$ cat config.mk
export PLATFORM = sky130hd
export DESIGN_NAME = usbirq_shell
export DESIGN_NICKNAME = d
export VERILOG_FILES = /design/src/rtl/usbirq_pkg.sv /design/src/rtl/usbirq_srcbank.sv /design/src/rtl/usbirq_gate.sv /design/src/rtl/usbirq_regif.sv /design/src/rtl/usbirq_shell.sv
export SDC_FILE = /design/constraint.sdc
export NUM_CORES = 1
export LEC_CHECK = 0
export CAP_MARGIN = 20
export CORE_AREA = 2 2 89 91
export CTS_BUF_LIST = sky130_fd_sc_hd__clkbuf_8 sky130_fd_sc_hd__clkbuf_16
export DETAILED_ROUTE_END_ITERATION = 6
export DIE_AREA = 0 0 91 93
export DONT_BUFFER_PORTS = 1
export GPL_TIMING_DRIVEN = 0
export SETUP_SLACK_MARGIN = 0.1
export SYNTH_ARGS = -nofsm -noshare
export SYNTH_HDL_FRONTEND = slang
export SYNTH_SLANG_ARGS = --single-unit
$ cat constraint.sdc
create_clock -name clk -period 2.45 [get_ports clk]
set_clock_uncertainty 0.2 [all_clocks]
set_input_delay 0 -clock clk [delete_from_list [all_inputs] [get_ports clk]]
set_output_delay 0 -clock clk [all_outputs]
set_load 0.005 [all_outputs]
$ cat src/rtl/usbirq_pkg.sv
package usbirq_pkg;
  localparam int unsigned REG_W = 32;

  localparam logic [7:0] OFS_REV    = 8'h00;
  localparam logic [7:0] OFS_CTRL   = 8'h04;
  localparam logic [7:0] OFS_STAT   = 8'h08;
  localparam logic [7:0] OFS_SRC    = 8'h20;
  localparam logic [7:0] OFS_SSET   = 8'h24;
  localparam logic [7:0] OFS_SCLR   = 8'h28;
  localparam logic [7:0] OFS_MSK    = 8'h2C;
  localparam logic [7:0] OFS_MSET   = 8'h30;
  localparam logic [7:0] OFS_MCLR   = 8'h34;
  localparam logic [7:0] OFS_MASKED = 8'h38;
  localparam logic [7:0] OFS_EOI    = 8'h3C;

  // contiguous field of n ones starting at bit lsb
  function automatic logic [REG_W-1:0] field_mask(int unsigned lsb, int unsigned n);
    logic [63:0] m;
    m = ((64'd1 << n) - 64'd1) << lsb;
    return m[REG_W-1:0];
  endfunction
endpackage

$ cat src/rtl/usbirq_srcbank.sv
module usbirq_srcbank
  import usbirq_pkg::*;
#(
  parameter logic [REG_W-1:0] VALID = 32'h01FF_1E1F
) (
  input  logic             clk,
  input  logic             rst,
  input  logic             srst,
  input  logic [REG_W-1:0] hw_evt,
  input  logic [REG_W-1:0] set_src,
  input  logic [REG_W-1:0] clr_src,
  input  logic [REG_W-1:0] set_msk,
  input  logic [REG_W-1:0] clr_msk,
  output logic [REG_W-1:0] src_q,
  output logic [REG_W-1:0] mask_q
);
  for (genvar i = 0; i < REG_W; i++) begin : g_bit
    if (VALID[i]) begin : g_live
      always_ff @(posedge clk) begin
        if (rst || srst) begin
          src_q[i]  <= 1'b0;
          mask_q[i] <= 1'b0;
        end else begin
          // clear first, then set and hardware event, so an event beats a clear
          src_q[i]  <= (src_q[i] & ~clr_src[i]) | set_src[i] | hw_evt[i];
          mask_q[i] <= (mask_q[i] & ~clr_msk[i]) | set_msk[i];
        end
      end
    end else begin : g_tie
      assign src_q[i]  = 1'b0;
      assign mask_q[i] = 1'b0;
    end
  end
endmodule

$ cat src/rtl/usbirq_gate.sv
module usbirq_gate (
  input  logic clk,
  input  logic rst,
  input  logic srst,
  input  logic pend,
  input  logic eoi,
  output logic irq,
  output logic armed
);
  always_ff @(posedge clk) begin
    if (rst || srst) begin
      irq   <= 1'b0;
      armed <= 1'b1;
    end else begin
      if (!irq && armed && pend) begin
        irq   <= 1'b1;
        armed <= 1'b0;
      end else if (irq && !pend) begin
        irq <= 1'b0;
      end
      if (eoi) armed <= 1'b1;
    end
  end
endmodule

$ cat src/rtl/usbirq_regif.sv
module usbirq_regif
  import usbirq_pkg::*;
#(
  parameter int unsigned      ADDR_W = 8,
  parameter logic [REG_W-1:0] REV_ID = 32'h4EA1_0C05
) (
  input  logic              clk,
  input  logic              rst,
  input  logic              bus_wr,
  input  logic              bus_rd,
  input  logic [ADDR_W-1:0] bus_addr,
  input  logic [REG_W-1:0]  bus_wdata,
  input  logic [REG_W-1:0]  src_q,
  input  logic [REG_W-1:0]  mask_q,
  input  logic              vbus_lvl,
  output logic [REG_W-1:0]  set_src,
  output logic [REG_W-1:0]  clr_src,
  output logic [REG_W-1:0]  set_msk,
  output logic [REG_W-1:0]  clr_msk,
  output logic              eoi,
  output logic              srst_q,
  output logic [REG_W-1:0]  bus_rdata
);
  function automatic logic hit(input logic [ADDR_W-1:0] a, input logic [7:0] ofs);
    return a == ADDR_W'(ofs);
  endfunction

  logic ctrl_set;

  always_comb begin
    set_src  = (bus_wr && hit(bus_addr, OFS_SSET)) ? bus_wdata : '0;
    clr_src  = (bus_wr && hit(bus_addr, OFS_SCLR)) ? bus_wdata : '0;
    set_msk  = (bus_wr && hit(bus_addr, OFS_MSET)) ? bus_wdata : '0;
    clr_msk  = (bus_wr && hit(bus_addr, OFS_MCLR)) ? bus_wdata : '0;
    eoi      = bus_wr && hit(bus_addr, OFS_EOI);
    ctrl_set = bus_wr && hit(bus_addr, OFS_CTRL) && bus_wdata[0];
  end

  always_ff @(posedge clk) begin
    if (rst) srst_q <= 1'b0;
    else     srst_q <= ctrl_set;
  end

  always_ff @(posedge clk) begin
    if (rst) begin
      bus_rdata <= '0;
    end else if (bus_rd) begin
      if (hit(bus_addr, OFS_REV))
        bus_rdata <= REV_ID;
      else if (hit(bus_addr, OFS_CTRL))
        bus_rdata <= {{(REG_W-1){1'b0}}, srst_q};
      else if (hit(bus_addr, OFS_STAT))
        bus_rdata <= {{(REG_W-1){1'b0}}, vbus_lvl};
      else if (hit(bus_addr, OFS_SRC) || hit(bus_addr, OFS_SSET) || hit(bus_addr, OFS_SCLR))
        bus_rdata <= src_q;
      else if (hit(bus_addr, OFS_MSK) || hit(bus_addr, OFS_MSET) || hit(bus_addr, OFS_MCLR))
        bus_rdata <= mask_q;
      else if (hit(bus_addr, OFS_MASKED))
        bus_rdata <= src_q & mask_q;
      else
        bus_rdata <= '0;
    end
  end
endmodule

$ cat src/rtl/usbirq_shell.sv
module usbirq_shell
  import usbirq_pkg::*;
#(
  parameter int unsigned      ADDR_W   = 8,
  parameter int unsigned      TX_N     = 5,
  parameter int unsigned      RX_N     = 4,
  parameter int unsigned      CORE_N   = 9,
  parameter int unsigned      TX_LSB   = 0,
  parameter int unsigned      RX_LSB   = 9,
  parameter int unsigned      CORE_LSB = 16,
  parameter logic [REG_W-1:0] REV_ID   = 32'h4EA1_0C05
) (
  input  logic              clk,
  input  logic              rst,
  input  logic              bus_wr,
  input  logic              bus_rd,
  input  logic [ADDR_W-1:0] bus_addr,
  input  logic [REG_W-1:0]  bus_wdata,
  output logic [REG_W-1:0]  bus_rdata,
  input  logic [TX_N-1:0]   tx_evt,
  input  logic [RX_N-1:0]   rx_evt,
  input  logic [CORE_N-2:0] core_evt,
  input  logic              vbus_drive,
  output logic              irq
);
  localparam logic [REG_W-1:0] VALID = field_mask(TX_LSB, TX_N)
                                     | field_mask(RX_LSB, RX_N)
                                     | field_mask(CORE_LSB, CORE_N);

  logic [REG_W-1:0] src_q, mask_q, hw_vec;
  logic [REG_W-1:0] set_src, clr_src, set_msk, clr_msk;
  logic             eoi_wr, srst_q, armed, vbus_prev, vbus_chg;

  always_ff @(posedge clk) begin
    if (rst) vbus_prev <= 1'b0;
    else     vbus_prev <= vbus_drive;
  end
  assign vbus_chg = vbus_drive ^ vbus_prev;

  assign hw_vec = (REG_W'(tx_evt) << TX_LSB)
                | (REG_W'(rx_evt) << RX_LSB)
                | (REG_W'({vbus_chg, core_evt}) << CORE_LSB);

  usbirq_regif #(.ADDR_W(ADDR_W), .REV_ID(REV_ID)) u_regif (
    .clk(clk), .rst(rst), .bus_wr(bus_wr), .bus_rd(bus_rd), .bus_addr(bus_addr),
    .bus_wdata(bus_wdata), .src_q(src_q), .mask_q(mask_q), .vbus_lvl(vbus_drive),
    .set_src(set_src), .clr_src(clr_src), .set_msk(set_msk), .clr_msk(clr_msk),
    .eoi(eoi_wr), .srst_q(srst_q), .bus_rdata(bus_rdata)
  );

  usbirq_srcbank #(.VALID(VALID)) u_bank (
    .clk(clk), .rst(rst), .srst(srst_q), .hw_evt(hw_vec),
    .set_src(set_src), .clr_src(clr_src), .set_msk(set_msk), .clr_msk(clr_msk),
    .src_q(src_q), .mask_q(mask_q)
  );

  usbirq_gate u_gate (
    .clk(clk), .rst(rst), .srst(srst_q), .pend(|(src_q & mask_q)),
    .eoi(eoi_wr), .irq(irq), .armed(armed)
  );
endmodule

Word-level counts from Yosys, hierarchy flattened:

Cells that the tools add are included.

* register bits: 72
* bits in latches: 0
* memory bits (writable): 0
* bits in read-only memories: 0
* bits of input ports: 62
* output and inout port bits: 33
* word-level logic and storage cells: 214
* memories kept: 0

* $add $sub $neg: 0
* $mul: 0
* divide/modulo/power cells: 0
* order comparisons: 0
* eq/ne operators: 10
* shift-type cells: 0
* multiplexer cells: 12
* bitwise logic cells: 130
* reduce and logical (&&, ||, !) cells: 21

Operators with widths (number)
* $mux W32: 6
* $mux W25: 4
* $eq A8 B6 Y1 const B: 8
* $or A1 B1 Y1: 54
* $and A1 B1 Y1: 36
* $not A1 Y1: 36
* $reduce_or A32 Y1: 1
* $and A25 B25 Y25: 1
* $or A13 B25 Y25: 1
* $or A5 B13 Y13: 1
* $logic_and A1 B1 Y1: 10
* $eq A8 B3 Y1 const B: 1
* $eq A8 B4 Y1 const B: 1
* $logic_not A8 Y1: 1
* $logic_or A1 B1 Y1: 5
* $logic_not A1 Y1: 2
* $mux W1: 2
* $reduce_bool A2 Y1: 1
* $reduce_or A2 Y1: 1
* $xor A1 B1 Y1: 1

Logic depth before layout (Yosys ltp):

* depth in word-level cells: 8
* depth in mapped cells: 7
* gate-level depth less buffers: 5

Cells and area by module:

From an unflattened synthesis, not the netlist that was laid out.

* cell total of the unflattened synthesis: 582
* area total of the unflattened synthesis: 4658.2 um^2

Modules (own cells, without submodules)
* usbirq_regif: instances 1, cells an instance 391, area each 2842.7 um^2, seq. area each 660.6 um^2
* usbirq_srcbank: instances 1, cells an instance 160, area each 1549.0 um^2, seq. area each 720.7 um^2
* usbirq_shell: instances 1, cells an instance 25, area each 196.4 um^2, seq. area each 20.0 um^2
* usbirq_gate: instances 1, cells an instance 6, area each 70.1 um^2, seq. area each 40.0 um^2

Worst setup path before layout:

Ideal clock, no wire load.

* path type: input -> register
* start point: in bus_addr[4]
* end point: reg u_bank.src_q[0]
* library setup time: 0.128 ns
* data arrival time: 1.439 ns
* data required time: 2.122 ns
* setup slack: 0.683 ns
* stages: 7
* path buffers: 2
* cells stage by stage: or4b_1 -> buf_6 -> nor3_4 -> buf_6 -> nand2_1 -> a221oi_2 -> nor2_1

* cells in the longest elaborated chain, start to end: 7
* elaborated cells between the ends (all ways): 10
* those cells by class: eq/ne: 2; mux: 2; bitwise: 4; reduce/logical: 2

RTL lines
* start: declaration: RTL line usbirq_shell.sv:17 `input logic [ADDR_W-1:0] bus_addr,`
* $eq A8 B6 Y1: RTL line usbirq_regif.sv:25 `return a == ADDR_W'(ofs);`
* $logic_and A1 B1 Y1: RTL line usbirq_regif.sv:32 `clr_src = (bus_wr && hit(bus_addr, OFS_SCLR)) ? bus_wdata : '0;`
* $mux W25: RTL line usbirq_regif.sv:32
* $not A1 Y1: RTL line usbirq_srcbank.sv:25 `src_q[i] <= (src_q[i] & ~clr_src[i]) | set_src[i] | hw_evt[i];`
* $and A1 B1 Y1: RTL line usbirq_srcbank.sv:25
* $or A1 B1 Y1 (*) (2 in series): RTL line usbirq_srcbank.sv:25
* end signal: indexed assignment: RTL line usbirq_srcbank.sv:25
* end: declaration: RTL line usbirq_srcbank.sv:14 `output logic [REG_W-1:0] src_q,`

Every way passes the cells marked *; elsewhere a longest branch is shown, timed or not.
A chain may end at the register's enable or synchronous reset.

Worst setup path in the final report:

* start point: in bus_addr[1]
* end point: reg u_bank.src_q[22]

Same word-level chain as after synthesis.

==> parameters.txt <==
Parameter                              Value

STA
  Final setup slack of the worst path    0.241 ns
  Slew headroom    48.6%
  Final max-slew violation count    0
  Worst hold-check slack    0.0496 ns
  Slew at the pin closest to its max-slew limit    0.766 ns
  Period utilisation layout    90.2%
  Total of endpoints with negative setup slack in the final report    0
  Top achievable clock speed    453 MHz
  Post-layout minimum cycle time    2.21 ns
  Number of failing hold endpoints at the final stage    0
  RSZ-0062 raised after global routing    no
  TNS Setup    0 ns

Finish
  # fillers    760
  # diodes    0
  Proportion of layout cells with a drive suffix above 1    12.6%
  Core Util, Final    51.5%
  Net count reported at finish    477
  Post-synthesis to final-layout area growth    33.9%

Global route
  Global routing usage summed across all routing layers    22.0%
  Wire length of the first global-routing pass    14.6 mm
  Maximum number of pins on one net before global-route repair    11
  Number of global-route vias before repair    2869
  Number of antenna violations at the first check in global routing    0
  Global-route congestion overflow total    0

Die
  Die height    93 um
  Die width    91 um
  Cell Rows    32
  Starting utilization of the core area    38.5%
  Area of the core region    7530 um2
  Total die area    8460 um2
  # IOs    95

Clock tree
  Number of sinks driven by the clock tree    59
  Maximum count of clock buffers along a single path    2
  CTS Root Cell    sky130_fd_sc_hd__clkbuf_8
  # H-tree levels    3
  Number of buffers created by CTS    9
  Clock tree from TritonCTS    built
  Clock network latency to the later pin of the worst-skew pair    0.34 ns
  Clock edge transition at the registers on the reported setup and hold paths    0.07 ns

Place
  HPWL Detailed    5.96 mm
  Gp weighted congestion    0.871
  Setup WS pre-CTS    0.174 ns
  Count of buffers from port buffering    0

Drt
  Final routed wire length divided by cell count    17.5 um
  Count of unresolved DRC violations after routing    0
  Detailed router's first-iteration violation count    216
  Total wire length    9.14 mm
  Number of optimization iterations in the first detailed-route pass    5
  Number of vias per cell    5.59
  Remaining number of nets flagged by the antenna check after routing    0
  Total via count after detailed routing    2913

Synth
  Proportion of synthesized chip area in sequential cells    40.8%
  Number of storage elements in the synthesis netlist    59
  Syn Area/Cell    8.72 um2
  Cell count after synthesis    332
  Share of flip-flops with an asynchronous set or reset after synthesis    0%
  Count of flip-flops with a built-in enable after synthesis    0
  Flip-flop cell with the highest count after synthesis    sky130_fd_sc_hd__dfxtp_1
  Unique cell type count in the Yosys netlist    48
  Netlist area before placement    2900 um2
  Number of warnings reported in the yosys synthesis log    0

Worst setup path
  Crit path max fanout    10
  Cells along the critical path    or3b_1 -> clkbuf_1 -> or2_1 -> nor2_4 -> buf_4 -> a221oi_2 -> dlygate4sd3_1 -> nor2_1
  Classification of the worst setup path    in -> reg
  Worst endpoint data arrival time    2.29 ns
  Data required time at the worst endpoint    2.53 ns
  Endpoint class of the critical path    flip-flop
  Standard cell with the maximum stage delay on the critical path    sky130_fd_sc_hd__dlygate4sd3_1
  Critical Path Start Type    input pin
  Max incr delay on CP    0.58 ns

Pwr
  Leakage power of the design    1.56 nW
  Total Power Consumption    0.00212 W
  Worst vdd rail ir drop    0.000196 V
  Pwr per Cell Area    547 nW/um2

Run
  Maximum capacitance violations    0

Min path
  Path category of the worst min-delay check    in -> reg

Status
  Status    finished, final reports clean
[critical path, delay by kind of cell]
kind,cells,cell delay (ns)
buffers and inverters,3,1.10
AND/OR/NAND/NOR,4,1.07
AO/OA/AOI/OAI,1,0.10
[flip-flops by register name (all words and copies together), names as in the netlist]
name,count
u_regif.srst_q,1
u_gate.irq,1
vbus_prev,1
u_bank.mask_q,18
u_bank.src_q,18
u_regif.bus_rdata,19
u_gate.armed,1
[worst paths after layout]
kind | from | endpoint | slack, ns | cells past startpoint
worst max register to register | u_regif.srst_q$_SDFF_PP0_ | u_regif.bus_rdata[0]$_SDFFE_PP0P_ | 0.28 | 6
worst max-delay path | bus_addr[1] | u_bank.src_q[22]$_SDFF_PP0_ | 0.24 | 8
worst min-delay path | rst | u_bank.src_q[12]$_SDFF_PP0_ | 0.05 | 3
worst min register to register | u_bank.mask_q[1]$_SDFF_PP0_ | u_regif.bus_rdata[1]$_SDFFE_PP0P_ | 0.29 | 2
[cell type report]
class                           count  area [um2]  area share, %
Multi-Input combinational cell    246        1540           39.8
Sequential cell                    59        1180           30.5
Timing Repair Buffer               63         626           16.1
Buffer                             32         191           4.94
Clock buffer                       11         151           3.91
Tap cell                          102         128           3.29
Clock inverter                      4        42.5           1.10
Inverter                            4        15.0          0.387
[Yosys cell counts (all sizes together) (5+ instances only)]
master | instances | area share [%]
clkbuf | 13 | 1.7
a21o | 7 | 1.8
a32oi | 11 | 3.3
and3 | 12 | 2.6
nand2 | 49 | 6.4
o22ai | 7 | 1.5
buf | 19 | 4.9
o21ai | 14 | 2.4
dfxtp | 59 | 41
nor3 | 5 | 1.6
nor2 | 43 | 5.8
a221oi | 21 | 8.5
a22oi | 27 | 7.0
a21oi | 8 | 1.4
[cell usage in the layout (no fill, tap or decap), types with 2 or more instances in the layout]
cell / instances
sky130_fd_sc_hd__buf_4: 16
sky130_fd_sc_hd__dlygate4sd3_1: 61
sky130_fd_sc_hd__a221oi_2: 10
sky130_fd_sc_hd__clkbuf_8: 11
sky130_fd_sc_hd__nand2_1: 49
sky130_fd_sc_hd__buf_6: 2
sky130_fd_sc_hd__clkbuf_1: 13
sky130_fd_sc_hd__a22oi_1: 27
sky130_fd_sc_hd__nor2_1: 42
sky130_fd_sc_hd__a21o_1: 7
sky130_fd_sc_hd__a31oi_1: 2
sky130_fd_sc_hd__conb_1: 10
sky130_fd_sc_hd__o22ai_1: 7
sky130_fd_sc_hd__a21oi_1: 8
sky130_fd_sc_hd__a32oi_1: 11
sky130_fd_sc_hd__nand2b_1: 3
sky130_fd_sc_hd__nor3_1: 2
sky130_fd_sc_hd__and3_1: 12
sky130_fd_sc_hd__buf_2: 3
sky130_fd_sc_hd__a221oi_1: 11
sky130_fd_sc_hd__dfxtp_1: 59
sky130_fd_sc_hd__o21ai_0: 13
sky130_fd_sc_hd__or2_2: 2
sky130_fd_sc_hd__nor2b_1: 3
sky130_fd_sc_hd__a22o_1: 3
sky130_fd_sc_hd__nor3_2: 2
sky130_fd_sc_hd__inv_1: 5
[timing repair]
action | 4_1_cts | 5_1_grt
setup buffers | 0 | 2
hold buffers | 61 | 0
endpoints found under the setup margin | 0 | 10
endpoints found under the hold margin | 47 | 0
gates resized for setup | 0 | 0
[power breakdown]
group / switching, W / internal (W)
registers: 0.0000271 / 0.000984
clock network: 0.000382 / 0.000511
logic: 0.0000963 / 0.000122
total: 0.000506 / 0.00162
[kinds of logic (layout without fill, tap and decap cells)]
group                  after synthesis  after routing  share of synthesized area (%)
AND/OR/NAND/NOR                    130            130                           22.8
buffers and inverters               36            114                           7.13
flip-flops                          59             59                           40.8
XOR/XNOR                             1              1                          0.303
other                                1             10                          0.130
AO/OA/AOI/OAI                      105            105                           28.8
[layer usage]
metal  global-route usage (%)  part of all wire, %
met1                     25.7                   40
met2                     39.8                   52
met3                     5.24                  6.5
met4                     6.82                  1.4
met5                        0                    0
[through the flow]
stage                     area [um2]  cells
after floorplan                 2930    341
after global placement          3060    443
after detailed placement        3060    443
after CTS                       3860    519
after global routing            3880    521
final                           3880    521
No activity file was read; power rests on OpenSTA's default activity.
